### src/rtl/frac_os_pkg.sv
package frac_os_pkg;

  // Fixed oversampling ratio (frame length in oversampling periods).
  localparam int FOS_DEN_DEFAULT = 125;

  // Sign of the fractional correction.
  typedef enum logic {
    FOS_SIGN_PLUS  = 1'b0,
    FOS_SIGN_MINUS = 1'b1
  } fos_sign_e;

endpackage

### src/rtl/fos_cfg_hold.sv
// Sanitizes the setting inputs and holds them for a whole frame.
module fos_cfg_hold #(
  parameter int MW = 7,
  parameter int NW = 6
) (
  input  logic          clk,
  input  logic          rst_n,
  input  logic [MW-1:0] m_in,
  input  logic [NW-1:0] n_in,
  input  logic          neg_in,
  input  logic          load,
  output logic [MW-1:0] m_eff,
  output logic [NW-1:0] n_eff,
  output logic          neg_eff,
  output logic          started
);
  import frac_os_pkg::*;

  logic [MW-1:0] m_s, m_q;
  logic [NW-1:0] n_s, n_q;
  logic          neg_s, neg_q;
  logic          started_q;
  logic          cap_en;

  // Safe-setting mapping.
  always_comb begin
    m_s   = (m_in == '0) ? MW'(1) : m_in;
    n_s   = (m_s == MW'(1)) ? '0 : n_in;
    neg_s = (m_s <= MW'(2)) ? FOS_SIGN_PLUS : neg_in;
  end

  assign cap_en = !started_q || load;

  always_ff @(posedge clk or negedge rst_n) begin
    if (!rst_n) begin
      m_q       <= '0;
      n_q       <= '0;
      neg_q     <= 1'b0;
      started_q <= 1'b0;
    end else begin
      started_q <= 1'b1;
      if (cap_en) begin
        m_q   <= m_s;
        n_q   <= n_s;
        neg_q <= neg_s;
      end
    end
  end

  // First frame after reset runs straight from the inputs.
  always_comb begin
    m_eff   = started_q ? m_q   : m_s;
    n_eff   = started_q ? n_q   : n_s;
    neg_eff = started_q ? neg_q : neg_s;
  end

  assign started = started_q;

endmodule

### src/rtl/fos_spread_acc.sv
// Error accumulator deciding which periods are altered.
module fos_spread_acc #(
  parameter int NW  = 6,
  parameter int DEN = 125
) (
  input  logic                     clk,
  input  logic                     rst_n,
  input  logic [NW-1:0]            n_eff,
  input  logic                     step,
  input  logic                     clear,
  output logic                     alt,
  output logic [$clog2(DEN)-1:0]   acc_val
);
  localparam int AW = $clog2(DEN);
  localparam int SW = AW + 1;

  logic [AW-1:0] acc_q, acc_d;
  logic [SW-1:0] sum;

  always_comb begin
    sum = {1'b0, acc_q} + SW'(n_eff);
    alt = (sum >= SW'(DEN));
    if (clear)
      acc_d = '0;
    else if (step)
      acc_d = alt ? AW'(sum - SW'(DEN)) : sum[AW-1:0];
    else
      acc_d = acc_q;
  end

  always_ff @(posedge clk or negedge rst_n) begin
    if (!rst_n) acc_q <= '0;
    else        acc_q <= acc_d;
  end

  assign acc_val = acc_q;

endmodule

### src/rtl/fos_period_ctr.sv
// Counts input clocks of the current oversampling period.
module fos_period_ctr #(
  parameter int MW = 7
) (
  input  logic          clk,
  input  logic          rst_n,
  input  logic [MW-1:0] m_eff,
  input  logic          neg_eff,
  input  logic          alt,
  output logic          wrap
);
  import frac_os_pkg::*;

  localparam int CW = MW + 1;

  logic [CW-1:0] len, cnt_q, cnt_d;

  always_comb begin
    len = {1'b0, m_eff};
    if (alt)
      len = (neg_eff == FOS_SIGN_MINUS) ? len - CW'(1) : len + CW'(1);
    wrap  = (cnt_q == len - CW'(1));
    cnt_d = wrap ? '0 : cnt_q + CW'(1);
  end

  always_ff @(posedge clk or negedge rst_n) begin
    if (!rst_n) cnt_q <= '0;
    else        cnt_q <= cnt_d;
  end

endmodule

### src/rtl/fos_frame_ctr.sv
// Counts oversampling periods within a frame.
module fos_frame_ctr #(
  parameter int DEN = 125
) (
  input  logic clk,
  input  logic rst_n,
  input  logic step,
  output logic last
);
  localparam int FW = $clog2(DEN);

  logic [FW-1:0] idx_q, idx_d;
  logic          at_end;

  always_comb begin
    at_end = (idx_q == FW'(DEN - 1));
    last   = step && at_end;
    if (step) idx_d = at_end ? '0 : idx_q + FW'(1);
    else      idx_d = idx_q;
  end

  always_ff @(posedge clk or negedge rst_n) begin
    if (!rst_n) idx_q <= '0;
    else        idx_q <= idx_d;
  end

endmodule

### src/rtl/frac_os_tickgen.sv
module frac_os_tickgen #(
  parameter int MW  = 7,
  parameter int NW  = 6,
  parameter int DEN = frac_os_pkg::FOS_DEN_DEFAULT
) (
  input  logic          clk,
  input  logic          rst_n,
  input  logic [MW-1:0] m_int,
  input  logic [NW-1:0] n_frac,
  input  logic          sign_neg,
  output logic          os_tick,
  output logic          fs_tick
);
  localparam int AW = $clog2(DEN);

  logic [MW-1:0] m_eff;
  logic [NW-1:0] n_eff;
  logic          neg_eff;
  logic          started;
  logic          alt;
  logic          wrap;
  logic          frame_end;
  logic [AW-1:0] acc_val;
  logic          os_q, fs_q;

  fos_cfg_hold #(.MW(MW), .NW(NW)) cfg_i (
    .clk(clk), .rst_n(rst_n),
    .m_in(m_int), .n_in(n_frac), .neg_in(sign_neg),
    .load(frame_end),
    .m_eff(m_eff), .n_eff(n_eff), .neg_eff(neg_eff), .started(started)
  );

  fos_spread_acc #(.NW(NW), .DEN(DEN)) acc_i (
    .clk(clk), .rst_n(rst_n),
    .n_eff(n_eff), .step(wrap), .clear(frame_end),
    .alt(alt), .acc_val(acc_val)
  );

  fos_period_ctr #(.MW(MW)) per_i (
    .clk(clk), .rst_n(rst_n),
    .m_eff(m_eff), .neg_eff(neg_eff), .alt(alt),
    .wrap(wrap)
  );

  fos_frame_ctr #(.DEN(DEN)) frm_i (
    .clk(clk), .rst_n(rst_n),
    .step(wrap), .last(frame_end)
  );

  always_ff @(posedge clk or negedge rst_n) begin
    if (!rst_n) begin
      os_q <= 1'b0;
      fs_q <= 1'b0;
    end else begin
      os_q <= wrap;
      fs_q <= frame_end;
    end
  end

  assign os_tick = os_q;
  assign fs_tick = fs_q;

endmodule

### config.mk
export PLATFORM = sky130hd
export DESIGN_NAME = frac_os_tickgen
export DESIGN_NICKNAME = d
export VERILOG_FILES = /design/src/rtl/frac_os_pkg.sv /design/src/rtl/fos_cfg_hold.sv /design/src/rtl/fos_spread_acc.sv /design/src/rtl/fos_period_ctr.sv /design/src/rtl/fos_frame_ctr.sv /design/src/rtl/frac_os_tickgen.sv
export SDC_FILE = /design/constraint.sdc
export NUM_CORES = 1
export LEC_CHECK = 0
export BUFFER_PORTS_ARGS = -buffer_cell sky130_fd_sc_hd__buf_2
export CELL_PAD_IN_SITES_DETAIL_PLACEMENT = 1
export CELL_PAD_IN_SITES_GLOBAL_PLACEMENT = 1
export CORE_UTILIZATION = 48
export CTS_CLUSTER_DIAMETER = 30
export CTS_CLUSTER_SIZE = 10
export DETAILED_ROUTE_END_ITERATION = 10
export GPL_TIMING_DRIVEN = 0
export PLACE_DENSITY_LB_ADDON = 0.1
export SYNTH_ARGS = -nofsm -noshare
export SYNTH_HDL_FRONTEND = slang
export SYNTH_SLANG_ARGS = --single-unit
export TNS_END_PERCENT = 100
### constraint.sdc
create_clock -name clk -period 8.3 [get_ports clk]
set_clock_uncertainty 0.1 [all_clocks]
set_input_delay 0.415 -clock clk [delete_from_list [all_inputs] [get_ports clk]]
set_output_delay 0.415 -clock clk [all_outputs]
set_load 0.1 [all_outputs]
After elaboration in Yosys (flattened, before gate mapping)
Index checks and enable logic that the tools add are counted.
Storage, ports and cells
  output and inout port bits: 2
  logic and storage cells: 39
  input port bits: 16
  flip-flop bits (word level): 39
Cells by class
  add/sub/neg operators: 7
  reductions and logical operators: 5
  eq/ne operators: 3
  $lt $le $gt $ge: 2
  mux-type cells: 13
Operators by type and width (count)
  $mux W7: 6
  $mux W8: 3
  $mux W6: 2
  $add A7 B1 Y8 const B: 1
  $add A7 B6 Y8: 1
  $add A8 B1 Y8 const B: 1
  $eq A8 B8 Y1: 1
  $ge A8 B7 Y1 const B: 1
  $sub A7 B1 Y8 const B: 1
  $sub A8 B1 Y8 const B: 1
  $add A7 B1 Y7 const B: 1
  $eq A7 B1 Y1 const B: 1
  $eq A7 B7 Y1 const B: 1
  $le A7 B2 Y1 const B: 1
  $logic_not A7 Y1: 1
  $sub A7 B7 Y7 const B: 1
  $mux W1: 2
  $reduce_bool A2 Y1: 1
  $logic_and A1 B1 Y1: 1
  $logic_not A1 Y1: 1
  $logic_or A1 B1 Y1: 1

Logic depth before layout (Yosys ltp)
Gate-level depths: netlist of the first run.
  depth in word-level cells: 12
  mapped depth: 27
  gate-level depth less buffers: 24

Modules after synthesis
From an unflattened synthesis of the first run, not the netlist that was laid out.
Second synthesis, totals
  cell total of the unflattened synthesis: 327
  area total of the unflattened synthesis: 3163.0 µm²
Modules (own cells, without submodules)
  fos_period_ctr: times used 1, area an instance 1127.3 µm², cells each 123
  fos_cfg_hold: times used 1, area an instance 825.8 µm², cells each 78
  fos_spread_acc: times used 1, area an instance 737.0 µm², cells each 81
  fos_frame_ctr: times used 1, area an instance 422.9 µm², cells each 43
  frac_os_tickgen: times used 1, area an instance 50.0 µm², cells each 2

Worst setup path before layout of the first run
OpenSTA, ideal clock, no wires.
  kind: flip-flop to flip-flop
  start point: register cfg_i.started_q, in the netlist cfg_i.started
  end point: register cfg_i.m_q[3]
  clock period less this slack: 5854 ps
  stages on the path, launching flop included: 26
  data arrival time: 5629 ps
  buffers on the path: 4
  data required time: 8075 ps
  slack: 2446 ps
  setup time: 125 ps
  path through: dfrtp_1 > clkbuf_1 > clkbuf_1 > clkbuf_1 > nand2_1 > o21ai_0 > ha_1 > inv_1 > fa_1 > ha_1 > inv_1 > o21ai_0 > a311o_1 > nor4b_4 > a21oi_4 > mux2i_1 > ha_1 > inv_1 > or3_1 > mux2_4 > xor3_1 > a211oi_2 > nor2_2 > o31a_4 > buf_12 > mux2_4
Between the ends
  longest elaborated chain between the ends: 8
  elaborated cells on any way between the ends: 14
RTL lines
  start: declaration: line fos_cfg_hold.sv:22  | logic started_q;
  start signal: assignment: line fos_cfg_hold.sv:39  | started_q <= 1'b0;
  start signal: assignment: line fos_cfg_hold.sv:41  | started_q <= 1'b1;
  $mux W6 / $mux W7 (equally long branches): line fos_cfg_hold.sv:53, fos_cfg_hold.sv:52
  $add A7 B6 Y8, or another cell as far along: line fos_spread_acc.sv:21  | sum = {1'b0, acc_q} + SW'(n_eff);
  $ge A8 B7 Y1 / $mux W8 (equally long branches): line fos_spread_acc.sv:22, fos_period_ctr.sv:21
  $mux W8: line fos_period_ctr.sv:20  | if (alt)
  $sub A8 B1 Y8: line fos_period_ctr.sv:22  | wrap = (cnt_q == len - CW'(1));
  $eq A8 B8 Y1: line fos_period_ctr.sv:22
  $logic_and A1 B1 Y1: line fos_frame_ctr.sv:17  | last = step && at_end;
  $logic_or A1 B1 Y1 *: line fos_cfg_hold.sv:32  | assign cap_en = !started_q || load;
  end signal: assignment: line fos_cfg_hold.sv:43  | m_q <= m_s;
  end: declaration: line fos_cfg_hold.sv:19  | logic [MW-1:0] m_s, m_q;
Every way passes the cells marked *; elsewhere a longest branch is shown, timed or not.
A chain may end at the register's enable or synchronous reset.

Worst setup path after layout of the first run
  start point: register cfg_i.started_q, in the netlist cfg_i.started
  end point: register cfg_i.neg_q
Between the ends
  longest elaborated chain between the ends: 8
  elaborated cells on any way between the ends: 14
RTL lines
  $mux W6 / $mux W7 (equally long branches): line fos_cfg_hold.sv:53, fos_cfg_hold.sv:52
  $add A7 B6 Y8, or another cell as far along: line fos_spread_acc.sv:21
  $ge A8 B7 Y1 / $mux W8 (equally long branches): line fos_spread_acc.sv:22, fos_period_ctr.sv:21
  $mux W8: line fos_period_ctr.sv:20
  $sub A8 B1 Y8: line fos_period_ctr.sv:22
  $eq A8 B8 Y1: line fos_period_ctr.sv:22
  $logic_and A1 B1 Y1: line fos_frame_ctr.sv:17
  $logic_or A1 B1 Y1 *: line fos_cfg_hold.sv:32
  end signal: assignment: line fos_cfg_hold.sv:45  | neg_q <= neg_s;
  end: declaration: line fos_cfg_hold.sv:21  | logic neg_s, neg_q;
Marked as above.

==> results of run 1 <==
state kept, by name, indices dropped and copies added (netlist names):
name and flops:
os_tick 1, acc_i.acc_val 7, cfg_i.m_q 7, fs_tick 1
frm_i.idx_q 7, cfg_i.n_q 6, cfg_i.started 1, cfg_i.neg_q 1
per_i.cnt_q 8
cell usage in the layout (no fill, tap or decap), types with 3 or more instances in the layout:
master,Yosys,routed
a21boi_0,3,3
a21oi_1,8,8
a311o_1,4,4
a31oi_1,3,3
and3_1,7,7
and4_1,3,3
buf_2,3,20
clkbuf_1,7,8
clkbuf_8,0,7
dfrtp_1,39,39
ha_1,18,18
inv_1,23,23
mux2_2,14,14
mux2_4,5,5
mux2i_1,14,14
nand2_1,25,25
nand2b_1,5,5
nand3_1,12,12
nand4_1,4,4
nor2_1,25,25
nor2b_1,5,5
nor3_1,7,7
o2111ai_1,3,3
o21a_1,4,4
o21ai_0,21,21
o31ai_1,6,6
or2_2,3,3
or3_1,8,8
xnor2_1,12,12
xor2_1,13,13
per-stage QoR:
step	hold slack (ps)	util, %
2_1_floorplan	19.41	-
3_3_place_gp	365.2	52.45
3_5_place_dp	387.5	52.45
4_1_cts	176.5	54.03
5_1_grt	229.2	54.03
6_report	156.1	54.03
report_power, final:
part | internal [mW] | switching [mW]
clock network | 0.0759 | 0.0651
logic | 0.240 | 0.313
registers | 0.236 | 0.0424
worst min path at each step:
stage,startpoint,end,slack [ps],depth (start not counted)
6_report,rst_n,cfg_i.n_q[3],160,1
5_1_grt,rst_n,acc_i.acc_val[3],230,1
4_1_cts,rst_n,acc_i.acc_val[6],180,1
3_5_place_dp,acc_i.acc_val[0],acc_i.acc_val[0],390,2
3_3_place_gp,frm_i.idx_q[5],frm_i.idx_q[5],370,1
2_1_floorplan,rst_n,acc_i.acc_val[0],20,0
layer usage:
layer  vias up  track usage, %  routed length, microns
met5         -               0                       0
met4         0           5.172                      57
met3         5           3.479                     208
met2        34           40.09                    3686
met1      1265           31.19                    3630
li1       1272               -                       -
cell type report:
type	count	area (sq um)
fill	767	2919
tap	77	96.34
multi-input combinational	268	2026
inverter	23	86.33
clock buffer	8	100.1
sequential	39	975.9
buffer	11	61.31
timing repair buffer	17	85.08
cell families (layout without fill, tap and decap cells):
| logic type | after synthesis | in the layout | synth area share [%] |
|---|---|---|---|
| xor+xnor | 27 | 27 | 8.462 |
| mux | 33 | 33 | 11.84 |
| buf+inv | 34 | 59 | 4.688 |
| compound gates | 70 | 70 | 15.81 |
| other cells | 1 | 1 | 0.1191 |
| flops | 39 | 39 | 30.99 |
| simple gates | 117 | 117 | 19.67 |
| fa+ha+maj | 20 | 20 | 8.423 |
==> impl_metrics.yaml, run 1 <==
logic_synthesis:
  post-synth-top-count-cell: "dfrtp_1"
  synthCells: 341
  ys_seq_area_share_pct: 30.99
  synth_edf_count: 0
  netlist-cell-type-count: 58
  synth_area_leaders: "dfrtp_1, ha_1, mux2_2"
  yosysTopAreaCell: "dfrtp_1"
  ys.flop_type: "dfrtp_1"
  netlist_area_sq_um: 3149
  syn-num-nets: 377
  synth_common_cells: "dfrtp_1, nand2_1, nor2_1, inv_1, o21ai_0"
  yosysTopAreaCellShare_pct: 30.99
  ys_ff_latch: 39
  async_reset_ff_share_pct: 100.0
  ys.warnings.count: 0
  syn_avg_cell_area_sq_um: 9.235
setup_path:
  r2r-start: "cfg_i.started"
  required_ps: 8370
  cp-startpoint: "cfg_i.started"
  path_buf_inv: 6
  cp.depth: 24
  cp-start-kind: "flip-flop"
  worstSetupPathType: "flip-flop to flip-flop"
  endpoint: "cfg_i.neg_q"
  critPathTopFamily: "compound AO/OA/AOI/OAI gates"
  worst_path_max_delay_cell: "clkbuf_1"
  arrival_ps: 6930
  ff2ff_setup_slack_ps: 1440
  crit_path_max_incr_delay_ps: 440
  endpoint_kind: "flip-flop"
  crit_chain: "clkbuf_1, clkbuf_1, clkbuf_1, nand2_1, o21ai_0, ha_1, inv_1, fa_1, xnor2_1, o21ai_0, a311o_1, nor4b_4, a21oi_4, mux2i_1, ha_1, inv_1, or3_1, mux2_4, xor3_1, a211oi_2, nor2_2, o31a_4, buf_12, mux2_4"
  cp_max_fo: 10
  cpMostUsedCell: "clkbuf_1"
  reg2reg_depth: 24
  r2r-end: "cfg_i.neg_q"
global_route:
  gr-usage-all-layers_pct: 23.38
  grt_pass1_vias: 2715
  grt_max_degree: 40
  grt_pass1_wl_mm: 13.01
  antenna_found_initial: 0
  grt_overflow: 0
clock_tree:
  clock_latency_ps: 290
  cts_hold_buf: 0
  clock-sinks: 39
  post_cts_resized: 0
  cts_setup_buffers: 0
  clkTransAtPathRegs_ps: 70
  clockBufferDepth: 2
  cts_tree: "done"
  cts_root_buffer: "clkbuf_8"
  cts_buffers: 5
  h-tree-depth: 2
die:
  coreArea_sq_um: 6350
  core.rowCount: 29
  die_h_microns: 83
  dieArea_sq_um: 6889
  initial_core_util_pct: 49.60
  die_w_microns: 83
  io_pins: 18
route:
  vias_per_cell: 5.815
  drc: 0
  drt_iter0_drc: 108
  post_drt_wl_per_cell_microns: 17.12
  drt_wl_total_mm: 7.582
  drtPass1Iterations: 4
  vias: 2576
  ant_nets: 0
layout:
  postLayoutCellArea_sq_um: 3431
  area_growth_syn_to_layout_pct: 8.939
  n_antenna_cell: 0
  drive_gt1_share_pct: 16.12
  fin_cells: 443
  nets: 401
pwr:
  peakVddDrop_v: 0.0001959
  p_leak_nw: 1.568
  power_mw: 0.9723
  powerDensity_nw_per_um2: 283.4
sta:
  final_hold_viol_count: 0
  tns_ps: 0
  fmax_mhz: 145.9
  max_slew_margin_pct: 39.60
  tightest_slew_ps: 906.0
  drv_slew: 0
  finalSetupViolations: 0
  period_needed_ps: 6855
  fin_ws_ps: 1445
  fin_crit_sh_pct: 82.59
  rsz0062_at_grt: "no"
run:
  cap_violations: 0
placed_design:
  port_buffers: 17
  dp_cells: 435
  placed_area_sq_um: 3331
  dp_slack_ps: 1482
  detailed_place_hpwl_mm: 5.940
  finalWeightedCongestion: 0.7610
min_path:
  hold_class: "input pin to async pin"
run_status:
  status: "finished clean"
No activity file was read; power rests on OpenSTA's default activity.
==> run 2, diff against run 1 <==
==> constraint.sdc (replaced) <==
create_clock -name clk -period 7 [get_ports clk]
set_clock_uncertainty 0.1 [all_clocks]
set_input_delay 0.35 -clock clk [delete_from_list [all_inputs] [get_ports clk]]
set_output_delay 0.35 -clock clk [all_outputs]
set_load 0.1 [all_outputs]
==> run 2 against run 1 <==
  * Clock-buffer cell count stayed put
  * Final cell count stayed put
  * Hold slack worse by 65 ps
  * Sequential power is 19% higher
  * First-iteration DRC count is 0.93% higher
  * Critical endpoint unchanged
  * Highest routed layer unchanged
==> impl_metrics.yaml, run 2 (synthesis gave the netlist of run 1 again) <==
run_status:
  status: "finished clean"
run:
  cap_violations: 0
layout:
  drive_gt1_share_pct: 16.94
  area_growth_syn_to_layout_pct: 9.257
  nets: 401
  fin_cells: 443
  register_area_sq_um: 975.9
  n_antenna_cell: 0
  final_common_cell: "dfrtp_1"
  fin_util_pct: 54.19
  layout_common_cells: "dfrtp_1, nor2_1, nand2_1"
  multi_input_area_sq_um: 2033
  postLayoutCellArea_sq_um: 3441
  largest_register_ffs: 8
  num-fill-cells: 767
  regMostFlops: "per_i.cnt_q"
route:
  drt_wl_total_mm: 7.588
  ant_nets: 0
  drtPass1Iterations: 4
  vias: 2578
  vias_per_cell: 5.819
  post_drt_wl_per_cell_microns: 17.13
  drt_iter0_drc: 109
  drc: 0
setup_path:
  worstSetupPathType: "flip-flop to flip-flop"
  worst_path_max_delay_cell: "fa_1"
  cp-start-kind: "flip-flop"
  cp_max_fo: 10
  path_buf_inv: 7
  required_ps: 7070
  endpoint_kind: "flip-flop"
  arrival_ps: 6580
  crit_path_max_incr_delay_ps: 520
  critPathTopFamily: "compound AO/OA/AOI/OAI gates"
sta:
  max_slew_margin_pct: 39.63
  final_hold_viol_count: 0
  fin_ws_ps: 489.3
  holdWs_ps: 90.87
  finalSetupViolations: 0
  period_needed_ps: 6511
  fin_crit_sh_pct: 93.01
  drv_slew: 0
  fmax_mhz: 153.6
  tns_ps: 0
  tightest_slew_ps: 905.6
  rsz0062_at_grt: "no"
placed_design:
  detailed_place_hpwl_mm: 5.940
  placed_area_sq_um: 3331
  port_buffers: 17
  dp_slack_ps: 181.6
  dp_cells: 435
  finalWeightedCongestion: 0.7610
global_route:
  antenna_found_initial: 0
  grt_pass1_vias: 2715
  grt_pass1_wl_mm: 13.01
  gr-usage-all-layers_pct: 23.38
  grt_max_degree: 40
  grt_overflow: 0
min_path:
  hold_class: "input pin to async pin"
clock_tree:
  clkTransAtPathRegs_ps: 70
  cts_hold_buf: 0
  cts_tree: "done"
  clock-sinks: 39
  clockBufferDepth: 2
  cts_root_buffer: "clkbuf_8"
  post_cts_resized: 0
  cts_buffers: 5
  cts_setup_buffers: 0
  clock_latency_ps: 290
  h-tree-depth: 2
die:
  coreArea_sq_um: 6350
  core.rowCount: 29
  die_h_microns: 83
  io_pins: 18
  dieArea_sq_um: 6889
  initial_core_util_pct: 49.60
  die_w_microns: 83
pwr:
  peakVddDrop_v: 0.0002329
  powerDensity_nw_per_um2: 336.5
  power_mw: 1.158
  p_leak_nw: 1.580
==> run 2: cell counts in the layout (fill, tap and decap cells not counted) <==
Identical to the previous run, type by type.
==> run 2: final timing paths <==
path,cells after the start,start,slack (ps),to
min in group clk,3,n_frac[5],220,cfg_i.n_q[5]
worst max register to register,25,cfg_i.started,490,cfg_i.neg_q
worst min-delay path,1,rst_n,90,cfg_i.n_q[3]
worst min register to register,2,acc_i.acc_val[3],400,acc_i.acc_val[3]
max in group asynchronous,1,rst_n,6150,frm_i.idx_q[0]
worst max-delay path,25,cfg_i.started,490,cfg_i.neg_q
==> run 2: worst register-to-register path: cells and delay by family, from the launching register on <==
kind	cells	cell delay, ps
buffers and inverters	7	1160
flip-flops	1	320
AO/OA/AOI/OAI	6	1500
adder cells (fa/ha/maj)	4	1240
XOR/XNOR	1	360
AND/OR/NAND/NOR	4	910
multiplexers	3	800
==> run 2: power breakdown <==
group          internal (mW)  leakage [nW]  switching (mW)
Sequential             0.280         0.478          0.0502
Combinational          0.288          1.05           0.373
Clock                 0.0900        0.0515          0.0773
==> run 2: layer usage <==
metal	part of all wire (%)	vias to the layer above	track usage, %
met5	0	-	0
met4	0.75	0	5.172
met3	2.7	5	3.479
met2	49	34	40.09
met1	48	1267	31.19
li1	-	1272	-
==> run 2: layout make-up <==
class	instances	share of cell area [%]
Clock buffer	8	2.909
Tap cell	77	2.800
Inverter	23	2.509
Multi-Input combinational cell	268	59.09
Timing Repair Buffer	17	2.473
Buffer	11	1.855
Sequential cell	39	28.36
